[config.mk]
export PLATFORM = sky130hd
export DESIGN_NAME = subev_validator
export DESIGN_NICKNAME = d
export VERILOG_FILES = /design/src/rtl/subev_pkg.sv /design/src/rtl/subev_satcnt.sv /design/src/rtl/subev_verdict.sv /design/src/rtl/subev_stats.sv /design/src/rtl/subev_validator.sv
export SDC_FILE = /design/constraint.sdc
export NUM_CORES = 1
export LEC_CHECK = 0
export ABC_AREA = 1
export BUFFER_PORTS_ARGS = -buffer_cell sky130_fd_sc_hd__buf_2
export CAP_MARGIN = 10
export CELL_PAD_IN_SITES_DETAIL_PLACEMENT = 1
export CELL_PAD_IN_SITES_GLOBAL_PLACEMENT = 1
export CORE_UTILIZATION = 40
export CTS_CLUSTER_DIAMETER = 120
export CTS_CLUSTER_SIZE = 30
export DETAILED_ROUTE_END_ITERATION = 16
export PLACE_DENSITY = 0.7
export SYNTH_ARGS = -nofsm -noshare
export SYNTH_HDL_FRONTEND = slang
export SYNTH_SLANG_ARGS = --single-unit
export TNS_END_PERCENT = 20
[constraint.sdc]
create_clock -name clk -period 6.2 [get_ports clk]
set_clock_uncertainty 0.05 [all_clocks]
set_input_delay 0.93 -clock clk [delete_from_list [all_inputs] [get_ports clk]]
set_output_delay 0.93 -clock clk [all_outputs]
set_load 0.01 [all_outputs]
[src/rtl/subev_pkg.sv]
package subev_pkg;

    typedef logic [15:0] word_t;

    // Outcome of the checks, meaningful when done is set
    typedef struct packed {
        logic done;
        logic under;
        logic over;
        logic bad_hdr;
        logic bad_size;
    } verdict_t;

    localparam int    FLAG_POS   = 10;        // bit 26 of the 32-bit error word
    localparam word_t TRUNC_WORD = 16'h0400;  // synthesized closing half

    localparam logic [2:0] ADR_MIN   = 3'd0;
    localparam logic [2:0] ADR_MAX   = 3'd1;
    localparam logic [2:0] ADR_CLR   = 3'd2;
    localparam logic [2:0] ADR_SIZE  = 3'd3;
    localparam logic [2:0] ADR_HDR   = 3'd4;
    localparam logic [2:0] ADR_HSZ   = 3'd5;
    localparam logic [2:0] ADR_WORDS = 3'd6;

endpackage

[src/rtl/subev_satcnt.sv]
module subev_satcnt #(
    parameter int W = 16
) (
    input  logic         clk,
    input  logic         rst,
    input  logic         clr,
    input  logic         inc,
    output logic [W-1:0] count
);
    always_ff @(posedge clk) begin
        if (rst || clr)
            count <= '0;
        else if (inc && count != '1)
            count <= count + 1'b1;
    end
endmodule

[src/rtl/subev_verdict.sv]
module subev_verdict
    import subev_pkg::*;
#(
    parameter logic [7:0] FMT_CODE = 8'h02,
    parameter int         HDR_MIN  = 16
) (
    input  logic        clk,
    input  logic        rst,
    input  logic        acc,
    input  word_t       in_data,
    input  logic        in_sos,
    input  logic        in_eos,
    input  logic [31:0] lim_min,
    input  logic [31:0] lim_max,
    output word_t       word_out,
    output verdict_t    verdict
);
    logic [15:0] idx_q, cur_idx;
    word_t       size_q;
    logic [7:0]  fmt_q;
    logic        hdr_seen, trunc, size_bad, fmt_bad, under, over, flag;

    assign cur_idx = in_sos ? 16'd0 : idx_q;

    always_comb begin
        hdr_seen = cur_idx >= 16'd2;
        trunc    = !hdr_seen || (({1'b0, cur_idx} + 17'd1) < {2'b00, size_q[15:1]});
        size_bad = (size_q[1:0] != 2'b00) || (size_q < 16'(HDR_MIN));
        fmt_bad  = fmt_q != FMT_CODE;
        under    = hdr_seen && ({16'd0, size_q} < lim_min);
        over     = hdr_seen && ({16'd0, size_q} > lim_max);
        flag     = trunc || under || over || (hdr_seen && (size_bad || fmt_bad));

        word_out = in_data;
        if (in_eos) begin
            if (trunc)
                word_out = TRUNC_WORD;
            else if (flag)
                word_out[FLAG_POS] = 1'b1;
        end

        verdict.done     = acc && in_eos;
        verdict.under    = under;
        verdict.over     = over;
        verdict.bad_hdr  = trunc || (hdr_seen && (size_bad || fmt_bad));
        verdict.bad_size = hdr_seen && size_bad;
    end

    always_ff @(posedge clk) begin
        if (rst) begin
            idx_q  <= '0;
            size_q <= '0;
            fmt_q  <= '0;
        end else if (acc) begin
            if (in_eos)
                idx_q <= '0;
            else if (cur_idx != 16'hFFFF)
                idx_q <= cur_idx + 16'd1;
            if (cur_idx == 16'd0) size_q <= in_data;
            if (cur_idx == 16'd1) fmt_q  <= in_data[15:8];
        end
    end
endmodule

[src/rtl/subev_stats.sv]
module subev_stats
    import subev_pkg::*;
#(
    parameter int SZ_W  = 16,
    parameter int HDR_W = 32,
    parameter int HSZ_W = 16,
    parameter int WRD_W = 32
) (
    input  logic             clk,
    input  logic             rst,
    input  logic             clr,
    input  logic             word_acc,
    input  verdict_t         v,
    output logic [SZ_W-1:0]  n_under,
    output logic [SZ_W-1:0]  n_over,
    output logic [HDR_W-1:0] n_badhdr,
    output logic [HSZ_W-1:0] n_badsize,
    output logic [WRD_W-1:0] n_words
);
    subev_satcnt #(.W(SZ_W)) u_under (
        .clk(clk), .rst(rst), .clr(clr), .inc(v.done && v.under), .count(n_under));
    subev_satcnt #(.W(SZ_W)) u_over (
        .clk(clk), .rst(rst), .clr(clr), .inc(v.done && v.over), .count(n_over));
    subev_satcnt #(.W(HDR_W)) u_hdr (
        .clk(clk), .rst(rst), .clr(clr), .inc(v.done && v.bad_hdr), .count(n_badhdr));
    subev_satcnt #(.W(HSZ_W)) u_hsz (
        .clk(clk), .rst(rst), .clr(clr), .inc(v.done && v.bad_size), .count(n_badsize));
    subev_satcnt #(.W(WRD_W)) u_words (
        .clk(clk), .rst(rst), .clr(clr), .inc(word_acc), .count(n_words));
endmodule

[src/rtl/subev_validator.sv]
module subev_validator
    import subev_pkg::*;
#(
    parameter logic [7:0] FMT_CODE   = 8'h02,
    parameter int         HDR_MIN    = 16,
    parameter int         SZ_CNT_W   = 16,
    parameter int         HDR_CNT_W  = 32,
    parameter int         HSZ_CNT_W  = 16,
    parameter int         WORD_CNT_W = 32
) (
    input  logic        clk,
    input  logic        rst,
    input  logic        in_valid,
    output logic        in_ready,
    input  logic [15:0] in_data,
    input  logic        in_sos,
    input  logic        in_eos,
    output logic        out_valid,
    input  logic        out_ready,
    output logic [15:0] out_data,
    output logic        out_sos,
    output logic        out_eos,
    input  logic        reg_wr,
    input  logic [2:0]  reg_addr,
    input  logic [31:0] reg_wdata,
    output logic [31:0] reg_rdata
);
    localparam logic [31:0] MIN_RST = 32'(HDR_MIN);
    localparam logic [31:0] MAX_RST = 32'd65535;

    logic [31:0] lim_min, lim_max;
    logic        acc, clr;
    word_t       patched;
    verdict_t    verdict;

    logic [SZ_CNT_W-1:0]   n_under, n_over;
    logic [HDR_CNT_W-1:0]  n_badhdr;
    logic [HSZ_CNT_W-1:0]  n_badsize;
    logic [WORD_CNT_W-1:0] n_words;

    assign in_ready = !out_valid || out_ready;
    assign acc      = in_valid && in_ready;
    assign clr      = reg_wr && (reg_addr == ADR_CLR);

    subev_verdict #(.FMT_CODE(FMT_CODE), .HDR_MIN(HDR_MIN)) u_verdict (
        .clk(clk), .rst(rst), .acc(acc), .in_data(in_data), .in_sos(in_sos),
        .in_eos(in_eos), .lim_min(lim_min), .lim_max(lim_max),
        .word_out(patched), .verdict(verdict));

    subev_stats #(.SZ_W(SZ_CNT_W), .HDR_W(HDR_CNT_W), .HSZ_W(HSZ_CNT_W),
                  .WRD_W(WORD_CNT_W)) u_stats (
        .clk(clk), .rst(rst), .clr(clr), .word_acc(acc), .v(verdict),
        .n_under(n_under), .n_over(n_over), .n_badhdr(n_badhdr),
        .n_badsize(n_badsize), .n_words(n_words));

    // Output register stage
    always_ff @(posedge clk) begin
        if (rst) begin
            out_valid <= 1'b0;
            out_data  <= '0;
            out_sos   <= 1'b0;
            out_eos   <= 1'b0;
        end else if (acc) begin
            out_valid <= 1'b1;
            out_data  <= patched;
            out_sos   <= in_sos;
            out_eos   <= in_eos;
        end else if (out_ready) begin
            out_valid <= 1'b0;
        end
    end

    // Window limits
    always_ff @(posedge clk) begin
        if (rst) begin
            lim_min <= MIN_RST;
            lim_max <= MAX_RST;
        end else if (reg_wr) begin
            if (reg_addr == ADR_MIN) lim_min <= reg_wdata;
            if (reg_addr == ADR_MAX) lim_max <= reg_wdata;
        end
    end

    always_comb begin
        case (reg_addr)
            ADR_MIN:   reg_rdata = lim_min;
            ADR_MAX:   reg_rdata = lim_max;
            ADR_SIZE:  reg_rdata = 32'({n_over, n_under});
            ADR_HDR:   reg_rdata = 32'(n_badhdr);
            ADR_HSZ:   reg_rdata = 32'(n_badsize);
            ADR_WORDS: reg_rdata = 32'(n_words);
            default:   reg_rdata = 32'd0;
        endcase
    end
endmodule

==> results by group <==
Worst hold path
  – Hold EP: u_verdict.fmt_q[1]
  – Worst Min Path Start: u_verdict.fmt_q[1]
  – Hold WC Path Type: flop to flop
  – Min-Delay Path Depth: 2

Routing
  – Wire per inst: between 20 and 25 um
  – Pre-antenna DRT Iters: 5
  – DRC Markers: 0
  – Initial drt markers: slightly below 800
  – Avg Vias per Cell: 5.586
  – WL final: 48900 um
  – Vias: approximately 14000
  – Antenna viol nets, final: 0

Synthesis
  – Mean post-synth cell area: 7.011 sq um
  – Ys flop type: dfxtp_1
  – Distinct cells, synth: 51
  – Post-synth EDFFs: 0
  – Gate Count Post-Synth: a little under 2000
  – Yosys reg bits: about 240
  – Net Count, Synth: a little over 2000
  – Register area share after synthesis: 0.3490
  – Synth warnings: 0
  – Synth async-reset ratio: 0
  – Mapped cell area: approximately 0.013 sq mm

Final layout
  – Share of post-route cells with drive strength above 1: 0.09155
  – Area of the multi-input gates: approximately 0.0075 sq mm
  – # diodes: 0
  – Most common cell after layout, fill and taps aside: nand2_1
  – FF/Latch Area: between 0.004 and 0.005 sq mm
  – Filler cell count: between 4000 and 5000
  – Most frequent cells in the layout: 360 x nand2_1, 243 x inv_1, 235 x dfxtp_1
  – Area growth syn-to-layout: 9.039%
  – Final net count: around 2100
  – Post-layout instance area: approximately 0.015 sq mm

Timing
  – WHS: ~410 ps
  – Worst setup margin: between 1500 and 2000 ps
  – Worst-margin pin slew: about 1100 ps
  – Setup TNS: 0 ps
  – Final setup violation count: 0
  – Max-slew headroom: 0.2699
  – Fmax: around 0.22 GHz
  – Slew Limit Fails: 0
  – RSZ-0062 raised after global routing: no
  – Final period utilization: 0.7184
  – Final hold violation count: 0
  – Min Tclk post-route: ~4500 ps

Global route
  – First-pass GRT wire length: around 77000 um
  – Initial antenna violation count: 0
  – Gr usage total: 0.2868
  – Global route overflow: 0
  – Vias in the first global route: roughly 14000
  – Largest net degree at the start of global routing: between 60 and 70

Setup path
  – Worst setup SP type: input pin
  – Crit path DAT: around 3500 ps
  – Worst R2R End: u_stats.u_hdr.count[1]
  – R2r startpoint: u_verdict.idx_q[0]
  – Crit Path Class: input pin to output port
  – Worst Setup End Kind: output port
  – Data required, critical path: 5220 ps
  – Critical-path maximum fanout: 19
  – FF-to-FF setup slack: 2370 ps
  – R2R cell count: 18

Pwr
  – VDD IR max: around 0.21 mV
  – Leakage power figure: 0.005503 uW
  – PwrDens: between 150 and 200 mW/mm^2

Clock network
  – Clk slew on worst S/H paths: 110 ps
  – Number of setup buffers added after CTS: 0
  – Clock Root Buffer: clkbuf_16
  – Total CTS buffers: 12
  – Hold_buf cts: 0
  – Post-cts sizing count: 0
  – Clk_lat worst skew: around 500 ps
  – Sink Count: 235
  – H-tree depth: 1
  – CTS tree: yes
  – Clock Tree Buf Depth: 3

Die
  – Initial Util: 0.4102
  – Row cnt: 66
  – Die Ht: 185.6 um
  – Die width: 185.6 um
  – IO Count: 110
  – Total core area: between 0.03 and 0.04 sq mm
  – Die area: approximately 0.034 sq mm

Job
  – Number of max-cap violations: 0

Placed design
  – Pre-CTS WS: 1511 ps
  – DP Area: around 0.014 sq mm
  – # port buffers: approximately 110
  – RD Place Congestion: 0.8986
  – DP Wirelength: 37590 um

Run status
  – Status: finished clean
==> cell usage after synthesis, drive strengths merged, types with 25 or more instances <==
master	instances	area, sq um
nor3	63	341.6
o221ai	28	245.2
inv	249	934.7
nand3	92	490.5
xor2	61	534.3
nand2	367	1405
a21oi	231	1167
dfxtp	235	4705
clkbuf	67	251.5
nor2	138	560.5
ha	54	675.7
nand4	86	544.3
o21ai	110	550.5
o22ai	25	156.4
==> worst max-delay path, stage by stage <==
cell      delay [ps]
buf_2            120
inv_1             80
nor2_1            70
nand2_1          580
inv_1            470
a221oi_1         710
o221ai_1         290
buf_2            210
==> metal layers <==
metal  GRT usage  part of all wire  up-vias
met5           0                 0        -
met3     0.02211             0.031       42
met4     0.05279             0.016        0
li1            -                 -     6606
met2      0.5100              0.48      243
met1      0.3800              0.47     6622
==> cells by family (layout without fill, tap and decap cells) <==
group	after synthesis	after routing	share of synthesized area
adder cells (fa/ha/maj)	54	54	0.05012
XOR/XNOR	77	77	0.05002
flip-flops	235	235	0.3490
buffers and inverters	336	390	0.09903
AND/OR/NAND/NOR	775	775	0.2639
AO/OA/AOI/OAI	446	446	0.1880
==> sequential cells by signal, indices dropped and copies added (netlist names), 8 cells and up <==
name / cells
lim_max: 32
lim_min: 32
out_data: 16
u_stats.u_hdr.count: 32
u_stats.u_hsz.count: 16
u_stats.u_over.count: 16
u_stats.u_under.count: 16
u_stats.u_words.count: 32
u_verdict.fmt_q: 8
u_verdict.idx_q: 16
u_verdict.size_q: 16
==> through the flow <==
step / util / power [uW] / cells
2_1_floorplan: - / 1797 / 1923
3_3_place_gp: 0.4353 / 1919 / 2402
5_1_grt: 0.4473 / 3009 / 2419
6_report: 0.4473 / 2896 / 2419
3_5_place_dp: 0.4353 / 1930 / 2402
4_1_cts: 0.4473 / 2931 / 2419
==> report_power, final <==
group | total, uW | internal, uW | switching (uW)
Sequential | 1570 | 1540 | 23.1
Clock | 998 | 437 | 561
Combinational | 331 | 97.4 | 234
Total | 2900 | 2080 | 818
==> worst max-delay path by stage <==
stage	start	end	slack, ps	depth (start not counted)
after detailed placement	in_sos	u_stats.u_hdr.count[1]	1510	20
after global placement	in_sos	u_stats.u_hdr.count[1]	1680	20
final	reg_addr[1]	reg_rdata[3]	1750	8
after CTS	reg_addr[1]	reg_rdata[11]	1860	10
after floorplan	in_sos	u_stats.u_hdr.count[17]	2650	20
after global routing	reg_addr[1]	reg_rdata[11]	1650	10
==> layout make-up <==
| cell class | count | share of cell area |
|---|---|---|
| Clock buffer | 13 | 0.02213 |
| Clock inverter | 4 | 0.004596 |
| Inverter | 250 | 0.06384 |
| Multi-Input combinational cell | 1352 | 0.5075 |
| Sequential cell | 235 | 0.3200 |
| Tap cell | 442 | 0.03762 |
| Timing Repair Buffer | 123 | 0.04426 |
Power figures use the tool's default switching activity.
